--- src/rtl/ths_pkg.sv ---
package ths_pkg;
    typedef enum logic [1:0] {
        H_ACTIVE  = 2'd0,
        H_SPARE   = 2'd1,
        H_REPAIR  = 2'd2,
        H_RETIRED = 2'd3
    } health_t;

    typedef enum logic [2:0] {
        S_IDLE  = 3'd0,
        S_REQ   = 3'd1,
        S_RWAIT = 3'd2,
        S_TEST  = 3'd3,
        S_TWAIT = 3'd4
    } phase_t;
endpackage

--- src/rtl/ths_watchdog.sv ---
module ths_watchdog #(
    parameter int WIN = 64
) (
    input  logic clk,
    input  logic rst_n,
    input  logic en,
    input  logic strobe,
    output logic bite
);
    localparam int W = (WIN > 2) ? $clog2(WIN) : 1;
    localparam logic [W-1:0] LAST = W'(WIN - 1);

    logic [W-1:0] cnt;

    assign bite = en && !strobe && (cnt == LAST);

    always_ff @(posedge clk) begin
        if (!rst_n || !en || strobe || bite) cnt <= '0;
        else                                 cnt <= cnt + 1'b1;
    end
endmodule

--- src/rtl/ths_timer.sv ---
module ths_timer #(
    parameter int LIMIT = 16
) (
    input  logic clk,
    input  logic rst_n,
    input  logic run,
    output logic expired
);
    localparam int W = (LIMIT > 2) ? $clog2(LIMIT) : 1;
    localparam logic [W-1:0] LAST = W'(LIMIT - 1);

    logic [W-1:0] cnt;

    assign expired = run && (cnt == LAST);

    always_ff @(posedge clk) begin
        if (!rst_n || !run) cnt <= '0;
        else                cnt <= cnt + 1'b1;
    end
endmodule

--- src/rtl/tile_health_supervisor.sv ---
module tile_health_supervisor
    import ths_pkg::*;
#(
    parameter int N_TILES      = 4,
    parameter int N_SPARE      = 1,
    parameter int SWAP_AT      = 2,
    parameter int RETIRE_LIMIT = 3,
    parameter int N_VARIANTS   = 2,
    parameter int ATTEMPT_TO   = 16,
    parameter int WDOG_WIN     = 64
) (
    input  logic                              clk,
    input  logic                              rst_n,
    input  logic [N_TILES-1:0]                disagree,
    input  logic [N_TILES-1:0]                chk_strobe,
    input  logic                              reconf_done,
    input  logic                              reconf_fail,
    input  logic                              selftest_done,
    input  logic                              selftest_pass,
    output logic [N_TILES-1:0]                resync_req,
    output logic [N_TILES-1:0]                spare_act,
    output logic [N_TILES-1:0]                tile_reset,
    output logic [N_TILES-1:0]                tile_isolate,
    output logic                              part_reconf_req,
    output logic                              full_reconf_req,
    output logic [$clog2(N_VARIANTS+1)-1:0]   cfg_variant,
    output logic                              selftest_req,
    output logic                              degraded
);
    localparam int CNT_W = $clog2(RETIRE_LIMIT + 2);
    localparam int IDX_W = (N_TILES > 2) ? $clog2(N_TILES) : 1;
    localparam int ATT_W = $clog2(N_VARIANTS + 1);
    localparam logic [CNT_W-1:0] SWAP_C   = CNT_W'(SWAP_AT);
    localparam logic [CNT_W-1:0] RETIRE_C = CNT_W'(RETIRE_LIMIT);
    localparam logic [ATT_W-1:0] LAST_ATT = ATT_W'(N_VARIANTS);

    health_t            health [N_TILES];
    logic [CNT_W-1:0]   fcnt   [N_TILES];
    logic [N_TILES-1:0] pend_q, pend_eff, wd_bite, active_v, spare_v, rep_v;
    logic [N_TILES-1:0] resync_q, spare_q;
    phase_t             phase, phase_nx;
    logic [IDX_W-1:0]   rep_idx, sel, spare_sel;
    logic [ATT_W-1:0]   att;
    logic               has_pend, has_spare, swap_go, tmo, att_fail, last_att, degraded_q;
    logic [CNT_W-1:0]   new_cnt;

    // per-tile status vectors and watchdogs
    for (genvar g = 0; g < N_TILES; g++) begin : g_tile
        assign active_v[g]     = (health[g] == H_ACTIVE);
        assign spare_v[g]      = (health[g] == H_SPARE);
        assign rep_v[g]        = (health[g] == H_REPAIR);
        assign tile_isolate[g] = rep_v[g] || (health[g] == H_RETIRED);
        assign tile_reset[g]   = (health[g] == H_RETIRED) ||
                                 (rep_v[g] && phase != S_TEST && phase != S_TWAIT);

        ths_watchdog #(.WIN(WDOG_WIN)) u_wd (
            .clk(clk), .rst_n(rst_n), .en(active_v[g]),
            .strobe(chk_strobe[g]), .bite(wd_bite[g])
        );

        AST_RETIRED_STAYS: assert property (@(posedge clk) disable iff (!rst_n)
            health[g] == H_RETIRED |=> health[g] == H_RETIRED);
        AST_RESET_ISOLATED: assert property (@(posedge clk) disable iff (!rst_n)
            tile_reset[g] |-> tile_isolate[g]);
    end

    ths_timer #(.LIMIT(ATTEMPT_TO)) u_tmo (
        .clk(clk), .rst_n(rst_n),
        .run(phase == S_RWAIT || phase == S_TWAIT), .expired(tmo)
    );

    assign pend_eff = (pend_q | disagree | wd_bite) & active_v;
    assign new_cnt  = fcnt[sel] + 1'b1;
    assign swap_go  = has_spare && (new_cnt >= SWAP_C) && (new_cnt <= RETIRE_C);
    assign last_att = (att == LAST_ATT);
    assign att_fail = (phase == S_RWAIT && (reconf_fail || tmo)) ||
                      (phase == S_TWAIT && ((selftest_done && !selftest_pass) || tmo));

    // lowest-index pending fault and lowest-index spare
    always_comb begin
        has_pend  = 1'b0;
        sel       = '0;
        has_spare = 1'b0;
        spare_sel = '0;
        for (int i = N_TILES - 1; i >= 0; i--) begin
            if (pend_eff[i]) begin
                has_pend = 1'b1;
                sel      = IDX_W'(i);
            end
            if (spare_v[i]) begin
                has_spare = 1'b1;
                spare_sel = IDX_W'(i);
            end
        end
    end

    always_comb begin
        phase_nx = phase;
        unique case (phase)
            S_IDLE:  if (has_pend && swap_go) phase_nx = S_REQ;
            S_REQ:   phase_nx = S_RWAIT;
            S_RWAIT: if (att_fail)         phase_nx = last_att ? S_IDLE : S_REQ;
                     else if (reconf_done) phase_nx = S_TEST;
            S_TEST:  phase_nx = S_TWAIT;
            S_TWAIT: if (att_fail)           phase_nx = last_att ? S_IDLE : S_REQ;
                     else if (selftest_done) phase_nx = S_IDLE;
            default: phase_nx = S_IDLE;
        endcase
    end

    always_ff @(posedge clk) begin
        if (!rst_n) begin
            phase      <= S_IDLE;
            pend_q     <= '0;
            resync_q   <= '0;
            spare_q    <= '0;
            att        <= '0;
            rep_idx    <= '0;
            degraded_q <= 1'b0;
            for (int i = 0; i < N_TILES; i++) begin
                health[i] <= (i < N_TILES - N_SPARE) ? H_ACTIVE : H_SPARE;
                fcnt[i]   <= '0;
            end
        end else begin
            phase    <= phase_nx;
            pend_q   <= pend_eff;
            resync_q <= '0;
            spare_q  <= '0;
            if (phase == S_IDLE && has_pend) begin
                pend_q[sel] <= 1'b0;
                fcnt[sel]   <= new_cnt;
                if (new_cnt > RETIRE_C) begin
                    health[sel] <= H_RETIRED;
                    if (has_spare) begin
                        health[spare_sel]  <= H_ACTIVE;
                        spare_q[spare_sel] <= 1'b1;
                    end else begin
                        degraded_q <= 1'b1;
                    end
                end else if (swap_go) begin
                    health[sel]        <= H_REPAIR;
                    health[spare_sel]  <= H_ACTIVE;
                    spare_q[spare_sel] <= 1'b1;
                    rep_idx            <= sel;
                    att                <= '0;
                end else begin
                    resync_q[sel] <= 1'b1;
                end
            end
            if (att_fail) begin
                if (last_att) begin
                    health[rep_idx] <= H_RETIRED;
                    if (!has_spare) degraded_q <= 1'b1;
                end else begin
                    att <= att + 1'b1;
                end
            end else if (phase == S_TWAIT && selftest_done) begin
                health[rep_idx] <= H_SPARE;
            end
        end
    end

    // outputs
    always_comb begin
        resync_req      = resync_q;
        spare_act       = spare_q;
        part_reconf_req = (phase == S_REQ) && !last_att;
        full_reconf_req = (phase == S_REQ) && last_att;
        cfg_variant     = att;
        selftest_req    = (phase == S_TEST);
        degraded        = degraded_q;
    end

    AST_ONE_RESYNC: assert property (@(posedge clk) disable iff (!rst_n)
        $onehot0(resync_req));
    AST_ONE_REPAIR: assert property (@(posedge clk) disable iff (!rst_n)
        $countones(rep_v) <= 1);
    AST_REQ_EXCLUSIVE: assert property (@(posedge clk) disable iff (!rst_n)
        !(part_reconf_req && full_reconf_req));
    AST_DEGRADED_STICKY: assert property (@(posedge clk) disable iff (!rst_n)
        degraded |=> degraded);
    AST_SPARE_ONEHOT: assert property (@(posedge clk) disable iff (!rst_n)
        $onehot0(spare_act));
endmodule

--- config.mk ---
export PLATFORM = sky130hd
export DESIGN_NAME = tile_health_supervisor
export DESIGN_NICKNAME = d
export VERILOG_FILES = /design/src/rtl/ths_pkg.sv /design/src/rtl/ths_watchdog.sv /design/src/rtl/ths_timer.sv /design/src/rtl/tile_health_supervisor.sv
export SDC_FILE = /design/constraint.sdc
export NUM_CORES = 1
export LEC_CHECK = 0
export ABC_AREA = 1
export CAP_MARGIN = 30
export CORE_UTILIZATION = 30
export DETAILED_ROUTE_END_ITERATION = 10
export HOLD_SLACK_MARGIN = 0.05
export REMOVE_ABC_BUFFERS = 1
export SKIP_CTS_REPAIR_TIMING = 1
export SYNTH_ARGS = -nofsm -noshare
export SYNTH_HDL_FRONTEND = slang
export SYNTH_SLANG_ARGS = --single-unit
--- constraint.sdc ---
create_clock -name clk -period 3.2 [get_ports clk]
set_input_delay 0.32 -clock clk [delete_from_list [all_inputs] [get_ports clk]]
set_output_delay 0.32 -clock clk [all_outputs]
set_load 0.02 [all_outputs]
# Yosys cells after proc, flatten, opt, wreduce, memory -nomap -nowiden
# Memory sizes are Yosys's and may differ from the RTL's.
# Cells that the tools add are included.
# Widths: inputs -> output; s select.
[totals] register_bits=48 latchBits=0 ram_bits=20 romBits=0 inputBits=14 out_inout_bits=22 elab_cells=228 memories=2
[op_classes] n_addsub=7 multipliers=0 div=0 magnitude_cmp=7 n_eq_ne=27 shifts=0 n_mux=83 bitwise_logic=11 n_reduce_logical=79
[memory_table] name="fcnt" words=4 word_bits=3 read_ports=1 rd_ports_with_merged_regs=0 write_ports=4 line="tile_health_supervisor.sv:38" rtl="logic [CNT_W-1:0] fcnt [N_TILES];"
[memory_table] name="health" words=4 word_bits=2 read_ports=4 rd_ports_with_merged_regs=0 write_ports=4 line="tile_health_supervisor.sv:37" rtl="health_t health [N_TILES];"
[ops] operator="$mux 1" count=47
[ops] operator="$mux 2" count=23
[ops] operator="$logic_and 1x1->1" count=29
[ops] operator="$logic_or 1x1->1" count=25
[ops] operator="$add 6x1->6 const B" count=4
[ops] operator="$eq 6x6->1 const B" count=4
[ops] operator="$eq 2x2->1 const B" count=9
[ops] operator="$mux 3" count=6
[ops] operator="$mux 4" count=4
[ops] operator="$pmux 3 s5" count=1
[ops] operator="$logic_not 1->1" count=12
[ops] operator="$ne 3x3->1 const B" count=3
[ops] operator="$and 4x4->4" count=2
[ops] operator="$eq 2x1->1 const B" count=4
[ops] operator="$logic_not 2->1" count=4
[ops] operator="$or 4x4->4" count=2
[ops] operator="$eq 3x2->1 const B" count=2
[ops] operator="$lt 2x3->1 const B" count=2
[ops] operator="$reduce_and 3->1" count=2
[ops] operator="$reduce_or 2->1" count=3
[ops] operator="$add 4x1->4 const B" count=1
[ops] operator="$demux 1 s2" count=2
[ops] operator="$eq 4x4->1 const B" count=1
[ops] operator="$ge 2x1->1 const B" count=2
[ops] operator="other kinds (16)" count=20

# Depth between registers and ports, before layout
# An unclocked memory read counts as a cell.
[logic_depth] depth_word=23 depth_mapped=25 mapped_depth_nobuf=25

# By module
# From an unflattened synthesis, not the netlist that was laid out.
[unflattened] cells_unflattened=446 hier_area_um2=3462.1
[by_module_without_submodules] mod="tile_health_supervisor" instances=1 cells_per_inst=281 area_each_um2=2223.4 seq_area_each_um2=920.9
[by_module_without_submodules] mod="ths_watchdog" instances=4 cells_per_inst=36 area_each_um2=269.0 seq_area_each_um2=120.1
[by_module_without_submodules] mod="ths_timer" instances=1 cells_per_inst=21 area_each_um2=162.7 seq_area_each_um2=80.1

# Worst setup path after synthesis
# Ideal clock, no wire load.
[synth_timing] kind="reg2reg" start="register g_tile[3].u_wd.cnt[0]" end="memory health[3][0] in the netlist's numbering" setup_ns=0.113 arrival_ns=2.827 required_ns=3.087 path_slack_ns=0.260 path_stages_with_launch=23 path_buffers=0 period_less_slack_ns=2.940 cell_sequence="dfxtp_1 > ha_1 > nand3_1 > nor2_2 > nand2_1 > nand2_1 > nand2_1 > nand2_2 > nand2_4 > inv_1 > nor2_1 > inv_1 > o22ai_1 > nor3_1 > ha_1 > o21ai_0 > nand3_4 > nand2_4 > nand2_2 > o21ai_2 > nand2_2 > nor2_1 > nor2_1"
[synth_rtl] element="start: declaration" line="ths_watchdog.sv:13" rtl="logic [W-1:0] cnt;"
[synth_rtl] element="start signal: assignment" line="ths_watchdog.sv:19" rtl="else cnt <= cnt + 1'b1;"
[synth_rtl] element="end: declaration" line="tile_health_supervisor.sv:37"

==> impl_metrics.csv <==
group,metric,value,unit
setup_path,critical_path_peak_fanout,5,
setup_path,timing.critical_path.slowest_cell_delay,0.34,ns
die,floorplan.io_pins,36,
die,floorplan.initialDensity,0.310,
yosys,synthFlopType,"dfxtp_1",
setup_path,critical_path_class,"reg2reg",
clock_tree,cts.htree.levels,3,
setup_path,worst_ep_arrival_time,3.21,ns
power,leakagePower,1.82,nW
setup_path,timing.critical_path.slowest_stage_cell,"ha_2",
die,die-area,11700,um2
clock_tree,clock-root-buffer,"clkbuf_16",
timing,setup_total_negative_slack,0,ns
die,die_width,108,um
global_route,global_route.overflow_total,0,
clock_tree,ctsLongestPathBuffers,2,
yosys,synth_cells,431,
place,dp_hpwl,5720,um
timing,period_minus_slack,2.99,ns
cells_and_area,diodes,0,
global_route,grt_start_max_net_pins,20,
setup_path,worst_setup_path_end_kind,"register",
place,io_buf_count,35,
cells_and_area,final_core_util,0.403,
power,power.density,1010,nW/um2
power,report.power.total,0.00446,W
timing,max_clock_freq,334,MHz
detailed_routing,drtAntennaViolNets,0,
yosys,netlist_area,3390,um2
status,outcome,"finished clean",
clock_tree,tritoncts.num_buffers,9,
worst_hold_path,timing.hold.worst_endpoint,"g_tile[3].u_wd.cnt[0]",
setup_path,critical_path.top_delay_family,"simple AND/OR/NAND/NOR gates",
power,irDropWorstVdd,0.464,mV
die,fp-row-count,38,
detailed_routing,totalWireLength,7450,um
setup_path,crit_buf_inv,3,
yosys,synth_cell_type_count,42,
yosys,synth-edff-count,12,
setup_path,register_to_register_setup_slack,0.21,ns
timing,worst_pin_slew,0.443,ns
detailed_routing,via_count,2796,
global_route,grt_antenna_before_repair,0,
cells_and_area,num-fill-cells,1105,
global_route,first_pass_grt_wire_length,12600,um
timing,final-max-slew-violation-count,0,
clock_tree,latest_clock_arrival_within_the_worst_skew_pair,0.33,ns
cells_and_area,layout_cells_sized_above_1,0.241,
worst_hold_path,hold_path.startpoint,"g_tile[3].u_wd.cnt[0]",
cells_and_area,area.growth.synth_to_final,30.0,%
worst_hold_path,hold_path.class,"reg2reg",
setup_path,worstSetupStartpointType,"register",
cells_and_area,final_net_count,508,
detailed_routing,avgRoutedWirePerCell,11.8,um
clock_tree,tritoncts_num_sinks,68,
place,place_congestion,0.868,
setup_path,crit-reg2reg-capture,"health[3][0]",
yosys,seq_area_frac_synth,0.437,
yosys,postSynth.asyncResetShare,0,
yosys,postSynthRegisterBits,68,
yosys,synth.avg_cell_area,7.87,um2
die,die_height,108,um
setup_path,reg2reg_depth,22,
timing,final.period_utilization,0.935,
detailed_routing,post_detailed_route_via_to_cell_ratio,4.44,
clock_tree,clkTransAtPathRegs,0.06,ns
worst_hold_path,whs_path_depth,1,
setup_path,path_cells,"ha_1 > nand3_2 > nor2_4 > a21oi_4 > nand2_2 > nand2_2 > nand2_4 > nor2_2 > inv_1 > o22ai_1 > nor3_2 > ha_2 > inv_1 > nor2_1 > nand2_4 > nand3_4 > nand2_4 > inv_2 > nand2_1 > or2_1 > nand2_1 > nor2_1",
setup_path,worst-endpoint-required,3.42,ns
clock_tree,tritoncts,"yes",
detailed_routing,drc,0,
run,max_cap_viol_count,0,
timing,rel_slew_slack,0.702,
die,design.core.area,10900,um2
timing,final.setup_skew,0.00510,ns
detailed_routing,drt_pass1_iterations,4,
global_route,vias_in_the_first_global_route,2712,
detailed_routing,drt_iter0_markers,103,
global_route,global_route.usage.total,0.141,
setup_path,crit_path_frequent_cell,"nand2_4",
timing,finalSetupViolCount,0,
yosys,synth.yosys.warnings,0,
setup_path,timing.rr.start,"g_tile[2].u_wd.cnt[0]",
timing,number_of_failing_hold_endpoints_at_the_final_stage,0,
[power by group]
group / leakage (nW) / internal, W / switching [W]
clock: 0.154 / 0.000694 / 0.000365
sequential: 0.581 / 0.00106 / 0.0000859
combinational: 1.09 / 0.000861 / 0.00139
[how the worst max path moves through the flow]
stage                           from           end  slack (ns)  cells after the start
2_1_floorplan  g_tile[3].u_wd.cnt[0]  health[3][0]        0.26                     22
3_3_place_gp             disagree[3]  health[2][0]        0.04                     22
3_5_place_dp             disagree[2]  health[2][0]       -0.04                     21
4_1_cts        g_tile[3].u_wd.cnt[0]  health[2][0]        0.11                     22
5_1_grt        g_tile[2].u_wd.cnt[0]    rep_idx[0]       -0.05                     21
6_report       g_tile[2].u_wd.cnt[0]  health[3][0]        0.21                     22
[cells by family (layout without fill, tap and decap cells)]
family | count (synthesis) | in the layout | synth area share
fa+ha+maj | 8 | 8 | 0.0295
xor+xnor | 12 | 12 | 0.0310
simple gates | 224 | 224 | 0.340
buf+inv | 76 | 135 | 0.0852
compound gates | 43 | 43 | 0.0775
flops | 68 | 68 | 0.437
[cell usage after synthesis, types with 2 or more instances]
cell	count	area share
o21ai_1	6	0.0089
inv_1	52	0.058
nand2_2	12	0.022
nor2_2	10	0.018
nand3_1	30	0.044
nand2_4	8	0.027
a21oi_1	19	0.028
nor2_1	65	0.072
or2_2	5	0.0092
edfxtp_1	12	0.11
clkbuf_1	5	0.0055
dfxtp_1	56	0.33
a211oi_1	2	0.0044
nor3_2	2	0.0059
nand3b_1	2	0.0044
o21ai_2	2	0.0052
nand3_2	4	0.012
nand2_1	66	0.073
nor3_1	8	0.012
ha_1	8	0.030
nand4_1	3	0.0055
o21ai_0	7	0.010
nor2_4	2	0.0066
xnor2_1	6	0.015
xor2_1	6	0.015
inv_2	17	0.019
[stage by stage]
step	worst slack [ns]	cells	hold slack [ns]	instance area (um2)
after floorplan	0.260	425	0.418	3370
after global placement	0.0391	613	0.426	3990
after detailed placement	-0.0352	613	0.441	3990
after CTS	0.108	628	0.449	4320
after global routing	-0.0536	630	0.463	4410
final	0.208	630	0.443	4410
[layout by cell type, fill, tap and decap left out, types with 7 or more instances in the layout]
| cell | netlist | final |
|---|---|---|
| nand2_4 | 8 | 8 |
| nand2_2 | 12 | 17 |
| nor2_2 | 10 | 9 |
| nor2_1 | 65 | 64 |
| nand2_1 | 66 | 61 |
| clkbuf_16 | 0 | 11 |
| nor3_1 | 8 | 7 |
| buf_4 | 0 | 15 |
| inv_2 | 17 | 18 |
| edfxtp_1 | 12 | 12 |
| inv_1 | 52 | 51 |
| nand3_1 | 30 | 28 |
| a21oi_1 | 19 | 19 |
| dfxtp_1 | 56 | 53 |
| clkdlybuf4s50_1 | 0 | 35 |
[flip-flops by register name (all words and copies together) (netlist names), named ones only]
name,flops
rep_idx,2
degraded,1
phase,3
pend_q,4
u_tmo.cnt,4
health,8
cfg_variant,1
fcnt,12
spare_act,4
resync_req,4
g_tile.u_wd.cnt,24
[metal layers]
| layer | track usage | up-vias | part of all wire |
|---|---|---|---|
| li1 | - | 1478 | - |
| met1 | 0.174 | 1266 | 0.46 |
| met4 | 0.0589 | 0 | 0.012 |
| met2 | 0.234 | 45 | 0.49 |
| met3 | 0.0332 | 7 | 0.039 |
| met5 | 0 | - | 0 |
[layout make-up]
class | instances | area [um2] | share of cell area
Clock buffer | 11 | 275 | 0.0624
Clock inverter | 4 | 53.8 | 0.0122
Inverter | 70 | 265 | 0.0602
Multi-Input combinational cell | 287 | 1690 | 0.384
Sequential cell | 68 | 1490 | 0.337
Tap cell | 140 | 175 | 0.0397
Timing Repair Buffer | 50 | 463 | 0.105
[worst register-to-register path: cells and delay by family (launching register included)]
kind,cells,cell delay (ns)
AND/OR/NAND/NOR,15,1.43
adder cells (fa/ha/maj),2,0.58
AO/OA/AOI/OAI,2,0.41
flip-flops,1,0.32
buffers and inverters,3,0.17
Power figures use the tool's default switching activity.
